### config.mk
export PLATFORM = sky130hd
export DESIGN_NAME = par_cfg_loader
export DESIGN_NICKNAME = d
export VERILOG_FILES = /design/src/rtl/par_cfg_loader.sv
export SDC_FILE = /design/constraint.sdc
export NUM_CORES = 1
export LEC_CHECK = 0
export BUFFER_PORTS_ARGS = -buffer_cell sky130_fd_sc_hd__buf_4
export CAP_MARGIN = 20
export CORE_MARGIN = 2
export CORE_UTILIZATION = 50
export DETAILED_ROUTE_END_ITERATION = 6
export MAX_ROUTING_LAYER = met4
export PLACE_DENSITY_LB_ADDON = 0.1
export SKIP_LAST_GASP = 1
export SLEW_MARGIN = 20
export SYNTH_ARGS = -nofsm -noshare
export SYNTH_HDL_FRONTEND = slang
export SYNTH_SLANG_ARGS = --single-unit
### constraint.sdc
create_clock -name clk -period 4 [get_ports clk]
set_input_delay 0.4 -clock clk [delete_from_list [all_inputs] [get_ports clk]]
set_output_delay 0.4 -clock clk [all_outputs]
set_load 0.02 [all_outputs]
### src/rtl/par_cfg_loader.sv
module par_cfg_loader #(
  parameter int DIV         = 2,
  parameter int PROG_CYCLES = 64,
  parameter int TMO_CYCLES  = 1250000,
  parameter int BUSY_CHECK  = 1,
  parameter int CNT_W       = 24
) (
  input  logic             clk,
  input  logic             rst_n,
  input  logic             start,
  input  logic [CNT_W-1:0] byte_count,
  input  logic [7:0]       in_data,
  input  logic             in_valid,
  output logic             in_ready,
  output logic             prog_n,
  output logic             cs_n,
  output logic             rdwr_n,
  output logic             cclk,
  output logic [7:0]       dout,
  input  logic             init_n,
  input  logic             busy,
  input  logic             done,
  output logic             abort_o,
  output logic [2:0]       status
);
  localparam int TLIM = (TMO_CYCLES > PROG_CYCLES) ? TMO_CYCLES : PROG_CYCLES;
  localparam int TW = $clog2(TLIM + 1);
  localparam int HW = $clog2(DIV + 1);
  localparam logic [TW-1:0] TMO_LAST  = TW'(TMO_CYCLES - 1);
  localparam logic [TW-1:0] PROG_LAST = TW'(PROG_CYCLES - 1);
  localparam logic [HW-1:0] HALF      = HW'(DIV);
  localparam logic [HW-1:0] HALF_LAST = HW'(DIV - 1);

  localparam logic [2:0] ST_IDLE = 3'd0, ST_RUN = 3'd1, ST_OK = 3'd2,
                         ST_ITMO = 3'd3, ST_BTMO = 3'd4, ST_DTMO = 3'd5;

  typedef enum logic [3:0] {
    S_IDLE, S_PROG, S_WAITI, S_WR, S_CS, S_CLKH, S_DATA,
    S_LO, S_HI, S_RELCS, S_RELWR, S_DW
  } state_t;

  state_t           state;
  logic [TW-1:0]    tmr;
  logic [HW-1:0]    hc;
  logic [CNT_W-1:0] rem;
  logic             hold;

  assign in_ready = (state == S_DATA);

  always_ff @(posedge clk or negedge rst_n) begin
    if (!rst_n) begin
      state <= S_IDLE; status <= ST_IDLE; abort_o <= 1'b0;
      prog_n <= 1'b1; cs_n <= 1'b1; rdwr_n <= 1'b1; cclk <= 1'b0;
      dout <= '0; rem <= '0; tmr <= '0; hc <= '0; hold <= 1'b0;
    end else begin
      case (state)
        S_IDLE:
          if (start) begin
            status <= ST_RUN; abort_o <= 1'b0; prog_n <= 1'b0;
            tmr <= '0; rem <= byte_count; state <= S_PROG;
          end
        S_PROG:
          if (tmr == PROG_LAST) begin
            prog_n <= 1'b1; tmr <= '0; state <= S_WAITI;
          end else tmr <= tmr + 1'b1;
        S_WAITI:
          if (init_n && !busy) state <= S_WR;
          else if (tmr == TMO_LAST) begin
            status <= ST_ITMO; abort_o <= 1'b1; cs_n <= 1'b1; rdwr_n <= 1'b1;
            cclk <= 1'b0; state <= S_IDLE;
          end else tmr <= tmr + 1'b1;
        S_WR:   begin rdwr_n <= 1'b0; state <= S_CS; end
        S_CS:   begin cs_n <= 1'b0; state <= S_CLKH; end
        S_CLKH: begin cclk <= 1'b1; state <= (rem == '0) ? S_RELCS : S_DATA; end
        S_DATA:
          if (in_valid) begin
            dout <= in_data; rem <= rem - 1'b1; hc <= '0; state <= S_LO;
          end
        S_LO, S_HI:
          if (hold && tmr == TMO_LAST) begin
            status <= ST_BTMO; abort_o <= 1'b1; cs_n <= 1'b1; rdwr_n <= 1'b1;
            cclk <= 1'b0; hold <= 1'b0; state <= S_IDLE;
          end else begin
            if (hold) tmr <= tmr + 1'b1;
            if (state == S_LO) begin
              if (hc == '0) begin
                cclk <= 1'b0; hc <= HW'(1);
              end else if (hc == HALF) begin
                cclk <= 1'b1; hc <= HW'(1); state <= S_HI;
              end else hc <= hc + 1'b1;
            end else if (hc == HALF) begin
              if (BUSY_CHECK != 0 && busy) begin
                if (!hold) tmr <= '0;
                hold <= 1'b1; hc <= '0; state <= S_LO;
              end else begin
                hold <= 1'b0;
                state <= (rem == '0) ? S_RELCS : S_DATA;
              end
            end else hc <= hc + 1'b1;
          end
        S_RELCS: begin cs_n <= 1'b1; state <= S_RELWR; end
        S_RELWR: begin rdwr_n <= 1'b1; tmr <= '0; hc <= '0; state <= S_DW; end
        S_DW:
          if (done) begin
            status <= ST_OK; cclk <= 1'b0; state <= S_IDLE;
          end else if (tmr == TMO_LAST) begin
            status <= ST_DTMO; abort_o <= 1'b1; cclk <= 1'b0; state <= S_IDLE;
          end else begin
            tmr <= tmr + 1'b1;
            if (hc == HALF_LAST) begin
              cclk <= ~cclk; hc <= '0;
            end else hc <= hc + 1'b1;
          end
        default: state <= S_IDLE;
      endcase
    end
  end

  AST_PROG_ONLY_RUNNING: assert property (@(posedge clk) disable iff (!rst_n)
    !prog_n |-> (status == ST_RUN));
  AST_ABORT_MEANS_ERROR: assert property (@(posedge clk) disable iff (!rst_n)
    abort_o |-> (status >= ST_ITMO));
  AST_CS_WITHIN_WRITE: assert property (@(posedge clk) disable iff (!rst_n)
    !cs_n |-> !rdwr_n);
  AST_DATA_STABLE_RISE: assert property (@(posedge clk) disable iff (!rst_n)
    ($rose(cclk) && !cs_n) |-> $stable(dout));
  AST_HOLD_BLOCKS_STREAM: assert property (@(posedge clk) disable iff (!rst_n)
    hold |-> !in_ready);
  AST_BUS_FREE_AFTER_RUN: assert property (@(posedge clk) disable iff (!rst_n)
    (status != ST_RUN) |-> (cs_n && rdwr_n));
  AST_STATUS_STICKY: assert property (@(posedge clk) disable iff (!rst_n)
    (state == S_IDLE && !start) |=> $stable(status));
endmodule

== After elaboration in Yosys (flattened, before gate mapping) ==
Cells that the tools add are included.
Word-level totals
  bits of input ports: 39
  output and inout bits: 17
  logic and storage cells: 149
  flip-flop bits (word level): 68
Operators by class
  equality and inequality tests: 32
  reductions and logical operators: 28
  multiplexer cells: 73
  $add $sub $neg: 3
  bitwise logic cells: 1
Operator list (number)
  $mux 21: 11
  $pmux 21 s6: 1
  $mux 4: 13
  $mux 24: 2
  $pmux 24 s2: 1
  $pmux 4 s11: 1
  $logic_not 24->1: 1
  $reduce_and 6->1: 4
  $sub 24x1->24 const B: 1
  $add 21x1->21 const B: 1
  $eq 21x21->1 const B: 1
  $eq 21x6->1 const B: 1
  $mux 1: 21
  $mux 2: 10
  $ne 2x2->1 const B: 10
  $ne 4x4->1 const B: 5
  $reduce_bool 4->1: 5
  $mux 3: 6
  $eq 4x3->1 const B: 4
  $eq 4x4->1 const B: 4
  $pmux 1 s4: 4
  $pmux 3 s4: 1
  $reduce_and 5->1: 2
  $reduce_and 3->1: 3
  other kinds (18): 24

== Longest topological paths before layout ==
  depth in word-level cells: 8
  depth in mapped cells: 10
  gate-level depth less buffers: 8

== Worst setup path before layout ==
OpenSTA, ideal clock, no wires.
  kind: reg2reg
  start point: reg rem[7]
  end point: reg state[2]
  setup slack: 1501 ps
  required time: 3856 ps
  clock period less this slack: 2499 ps
  arrival time: 2354 ps
  buffers on the path: 1
  cell stages (with the launch flop): 8
  library setup time: 144 ps
  path through: dfrtp_1 > or4_1 > buf_2 > or4_4 > or3_4 > a21o_2 > a211oi_1 > o32ai_1
On the way
  word-level cells in the longest chain between the ends: 7
RTL lines
  start, declared: line 45  | logic [CNT_W-1:0] rem;
  start signal, assigned: line 54  | dout <= '0; rem <= '0; tmr <= '0; hc <= '0; hold <= 1'b0;
  start signal, assigned: line 60  | tmr <= '0; rem <= byte_count; state <= S_PROG;
  start signal, assigned: line 77  | dout <= in_data; rem <= rem - 1'b1; hc <= '0; state <= S_LO;
  $logic_not 24->1 *: line 74, 97
  $mux 4 *: line 74, 97
  $mux 4: line 92  | if (BUSY_CHECK != 0 && busy) begin
  $mux 4: line 91  | end else if (hc == HALF) begin
  $mux 4: line 85  | if (state == S_LO) begin
  $mux 4: line 80  | if (hold && tmr == TMO_LAST) begin
  $pmux 4 s11 *: line 56  | case (state)
  end signal, assigned: line 97  | state <= (rem == '0) ? S_RELCS : S_DATA;
  end, declared: line 42  | state_t state;
Mark *: on every way between the ends. The rest lies on a longest branch, timed or not. The select of a mux whose other input is x is not followed.
A chain may end at the register's enable or synchronous reset.

== Final worst setup path ==
  start point: reg tmr[0]
  end point: reg tmr[7]
On the way
  word-level cells in the longest chain between the ends: 8
  elaborated cells between the ends (all ways): 17
  those cells by class: add/sub (1); eq/ne (3); mux (11); reduce/logical (2)
RTL lines
  start, declared: line 43  | logic [TW-1:0] tmr;
  start signal, assigned: line 65  | end else tmr <= tmr + 1'b1;
  start signal, assigned: line 71  | end else tmr <= tmr + 1'b1;
  start signal, assigned: line 84  | if (hold) tmr <= tmr + 1'b1;
  $add 21x1->21
  $mux 21: line 84
  $mux 21: line 93  | if (!hold) tmr <= '0;
  $mux 21: line 92
  $mux 21: line 91
  $mux 21: line 85
  $mux 21: line 80
  $pmux 21 s6: line 56
Several ways; a longest one is shown, not always the timed one. The select of a mux whose other input is x is not followed.

==> impl_metrics.ini <==
[logic_synthesis]
yosysTopAreaCellShare_pct = 36.1
yosys-top-cells-count = dfrtp_1 (65), o21ai_0 (58), a21oi_1 (52), nand2_1 (45), nor2_1 (40)
async_flop_share_pct = 100
synth_area_leaders = dfrtp_1 (36%), o21ai_0 (6.4%), a21oi_1 (5.8%)
synth-seq-area-share_pct = 37.8
yosys_warnings = 0
synth_edf_count = 0
ys.flop_type = dfrtp_1
ys_ff_latch = 68
syn_inst = 558
syn_area_per_cell_um2 = 8.08
synthMostInstantiatedCell = dfrtp_1
netlist_area_um2 = 4510
synth_fp_nets = 601
synth_top_area_cell = dfrtp_1
synth_cell_types = 62

[final_layout]
drive_gt1_share_pct = 16.7
area_delta_synth_final_pct = 14.4
n_fill_cell = 764
diodes = 0
finish.utilization_pct = 59.1
num-nets-final = 630

[timing]
slew_headroom_pct = 41.4
fin_ws_ps = 891
period_minus_slack_ps = 3110
rsz0062_at_grt = no
worst_pin_slew_ps = 878
whs_ps = 157
hold_viol = 0
drv_slew = 0
finalClockSkew_ps = 8.85
clock.fmax_mhz = 322
setup_viol = 0
fin_setup_tns_ps = 0
finalCritPeriodShare_pct = 77.7

[placement]
gp_congestion = 0.932
port_buffers = 55
post-place-ws_ps = 936
dp_hpwl_um = 8390

[clocking]
worstSkewPairLatency_ps = 350
cts_tree = built
cts_resized = 0
ctsRootBufferMaster = clkbuf_8
hold_buffers = 0
clk_pin_slew_worst_paths_ps = 80
post_cts_buffers = 0
htreeDepth = 3
cts_sinks = 68
cts_buffers = 9
cts_buffer_depth = 2

[setup_path]
arrival_ps = 3340
cp-start-kind = register
crit_type = reg2reg
endpoint_kind = register
ff2ff_path_depth = 8
r2r_end = tmr[7]
critPathLaunch = tmr[0]
regToRegStartpoint = tmr[0]
r2r_slack_ps = 890
crit_path_end = tmr[7]
worstPathRequired_ps = 4230
critPathMaxFanout = 29

[global_route]
grt_util_met2_pct = 40.7
top_usage_layer = met2
grt_pass1_wl_um = 21000
antenna_found_initial = 0
grt_max_degree = 69
grt_pass1_vias = 4228
met1_usage_pct = 37.3
grt.met3_usage_pct = 4.82
track_usage_pct = 26.9
grt_remaining_overflow = 0

[power]
ir_drop_uv = 319
p_leak_uw = 0.00217
power_density_nw_per_um2 = 678
combPwrFrac_pct = 45.6
p_seq_share_pct = 35.5
clockPowerShare_pct = 18.8
power.switching_uw = 1590
swShare_pct = 45.6
p_int_uw = 1900

[routing]
vias = 4534
wire_per_inst_um = 17.4
wl_um = 12200
vias_per_cell = 6.48
drt-initial-drc-count = 317
final_antenna_net_count = 0
dr.pass1.iters = 5
remaining_drc_errors = 0

[floorplan]
die_x_um = 98.9
row_count = 34
io_pins = 56
core_area_um2 = 8720
initial_core_util_pct = 51.7
die_y_um = 98.9
dieArea_um2 = 9790

[run_status]
outcome = completed

[run]
max_cap_viol_count = 0

[min_path]
hold_class = in2async
-- how the worst min path moves through the flow --
stage / from / end / slack [ps] / cells past startpoint
detailed placement: dout[0] / dout[0] / 500 / 1
CTS: rst_n / tmr[3] / 200 / 1
global placement: abort_o / abort_o / 480 / 1
global route: rst_n / dout[3] / 240 / 1
finish: rst_n / tmr[3] / 160 / 1
floorplan: rst_n / abort_o / 100 / 0
-- state kept, by name, summed over array words and instances (netlist names) --
signal,flops
abort_o,1
dout,8
rem,24
rdwr_n,1
tmr,21
status,3
prog_n,1
state,4
cclk,1
cs_n,1
hc,2
hold,1
-- kinds of logic (layout without fill, tap and decap cells) --
group | count (synthesis) | after routing | share of synthesized area [%]
xor+xnor | 2 | 2 | 0.389
buf+inv | 58 | 92 | 4.94
fa+ha+maj | 4 | 4 | 1.11
mux | 12 | 12 | 2.97
flops | 68 | 68 | 37.8
compound gates | 199 | 199 | 27.8
simple gates | 215 | 215 | 24.9
-- power by group through the flow --
stage,sequential (uW),clock (uW),combinational [uW]
after floorplan,1200,0,1160
after global placement,1240,0,1550
after detailed placement,1250,0,1580
after CTS,1240,675,1580
after global routing,1290,703,1780
final,1240,659,1600
-- stage by stage --
stage / total power, uW / instance area (um2) / cells
6_report: 3500 / 5160 / 700
5_1_grt: 3780 / 5160 / 700
2_1_floorplan: 2360 / 4510 / 558
4_1_cts: 3500 / 5160 / 700
3_3_place_gp: 2790 / 4930 / 684
3_5_place_dp: 2830 / 4930 / 684
-- cell usage in the layout, fill, tap and decap left out, drive strengths merged, types with 9 or more instances in the layout --
| master | netlist | final |
|---|---|---|
| a31oi | 9 | 9 |
| nor2b | 9 | 9 |
| buf | 8 | 61 |
| a21oi | 52 | 52 |
| nand2b | 9 | 9 |
| or4 | 9 | 9 |
| nand2 | 45 | 45 |
| clkbuf | 35 | 9 |
| o21ai | 58 | 58 |
| mux2 | 11 | 11 |
| nand3 | 25 | 25 |
| nor4 | 13 | 13 |
| nor2 | 40 | 40 |
| inv | 15 | 17 |
| nor3 | 23 | 23 |
| dfrtp | 65 | 65 |
-- critical path, stage by stage, from the launching register on --
cell      delay [ps]
dfrtp_1          410
ha_1             220
nand3_1          140
nor4_1           700
nand2_1          470
o211ai_1         290
buf_4            320
nor4_1           100
a311o_1          330
-- routing by layer --
metal | wire, um | vias up
li1 | - | 2163
met1 | 5550 | 2159
met2 | 5650 | 191
met3 | 765 | 21
met4 | 204 | 0
met5 | 0 | -
-- layout make-up --
cell class | instances | area, um2 | share of cell area, %
Timing Repair Buffer | 61 | 458 | 8.88
Multi-Input combinational cell | 432 | 2580 | 50.0
Clock buffer | 9 | 124 | 2.40
Sequential cell | 68 | 1710 | 33.1
Clock inverter | 7 | 98.8 | 1.92
Tap cell | 108 | 135 | 2.62
Inverter | 15 | 56.3 | 1.09
Power figures use the tool's default switching activity.
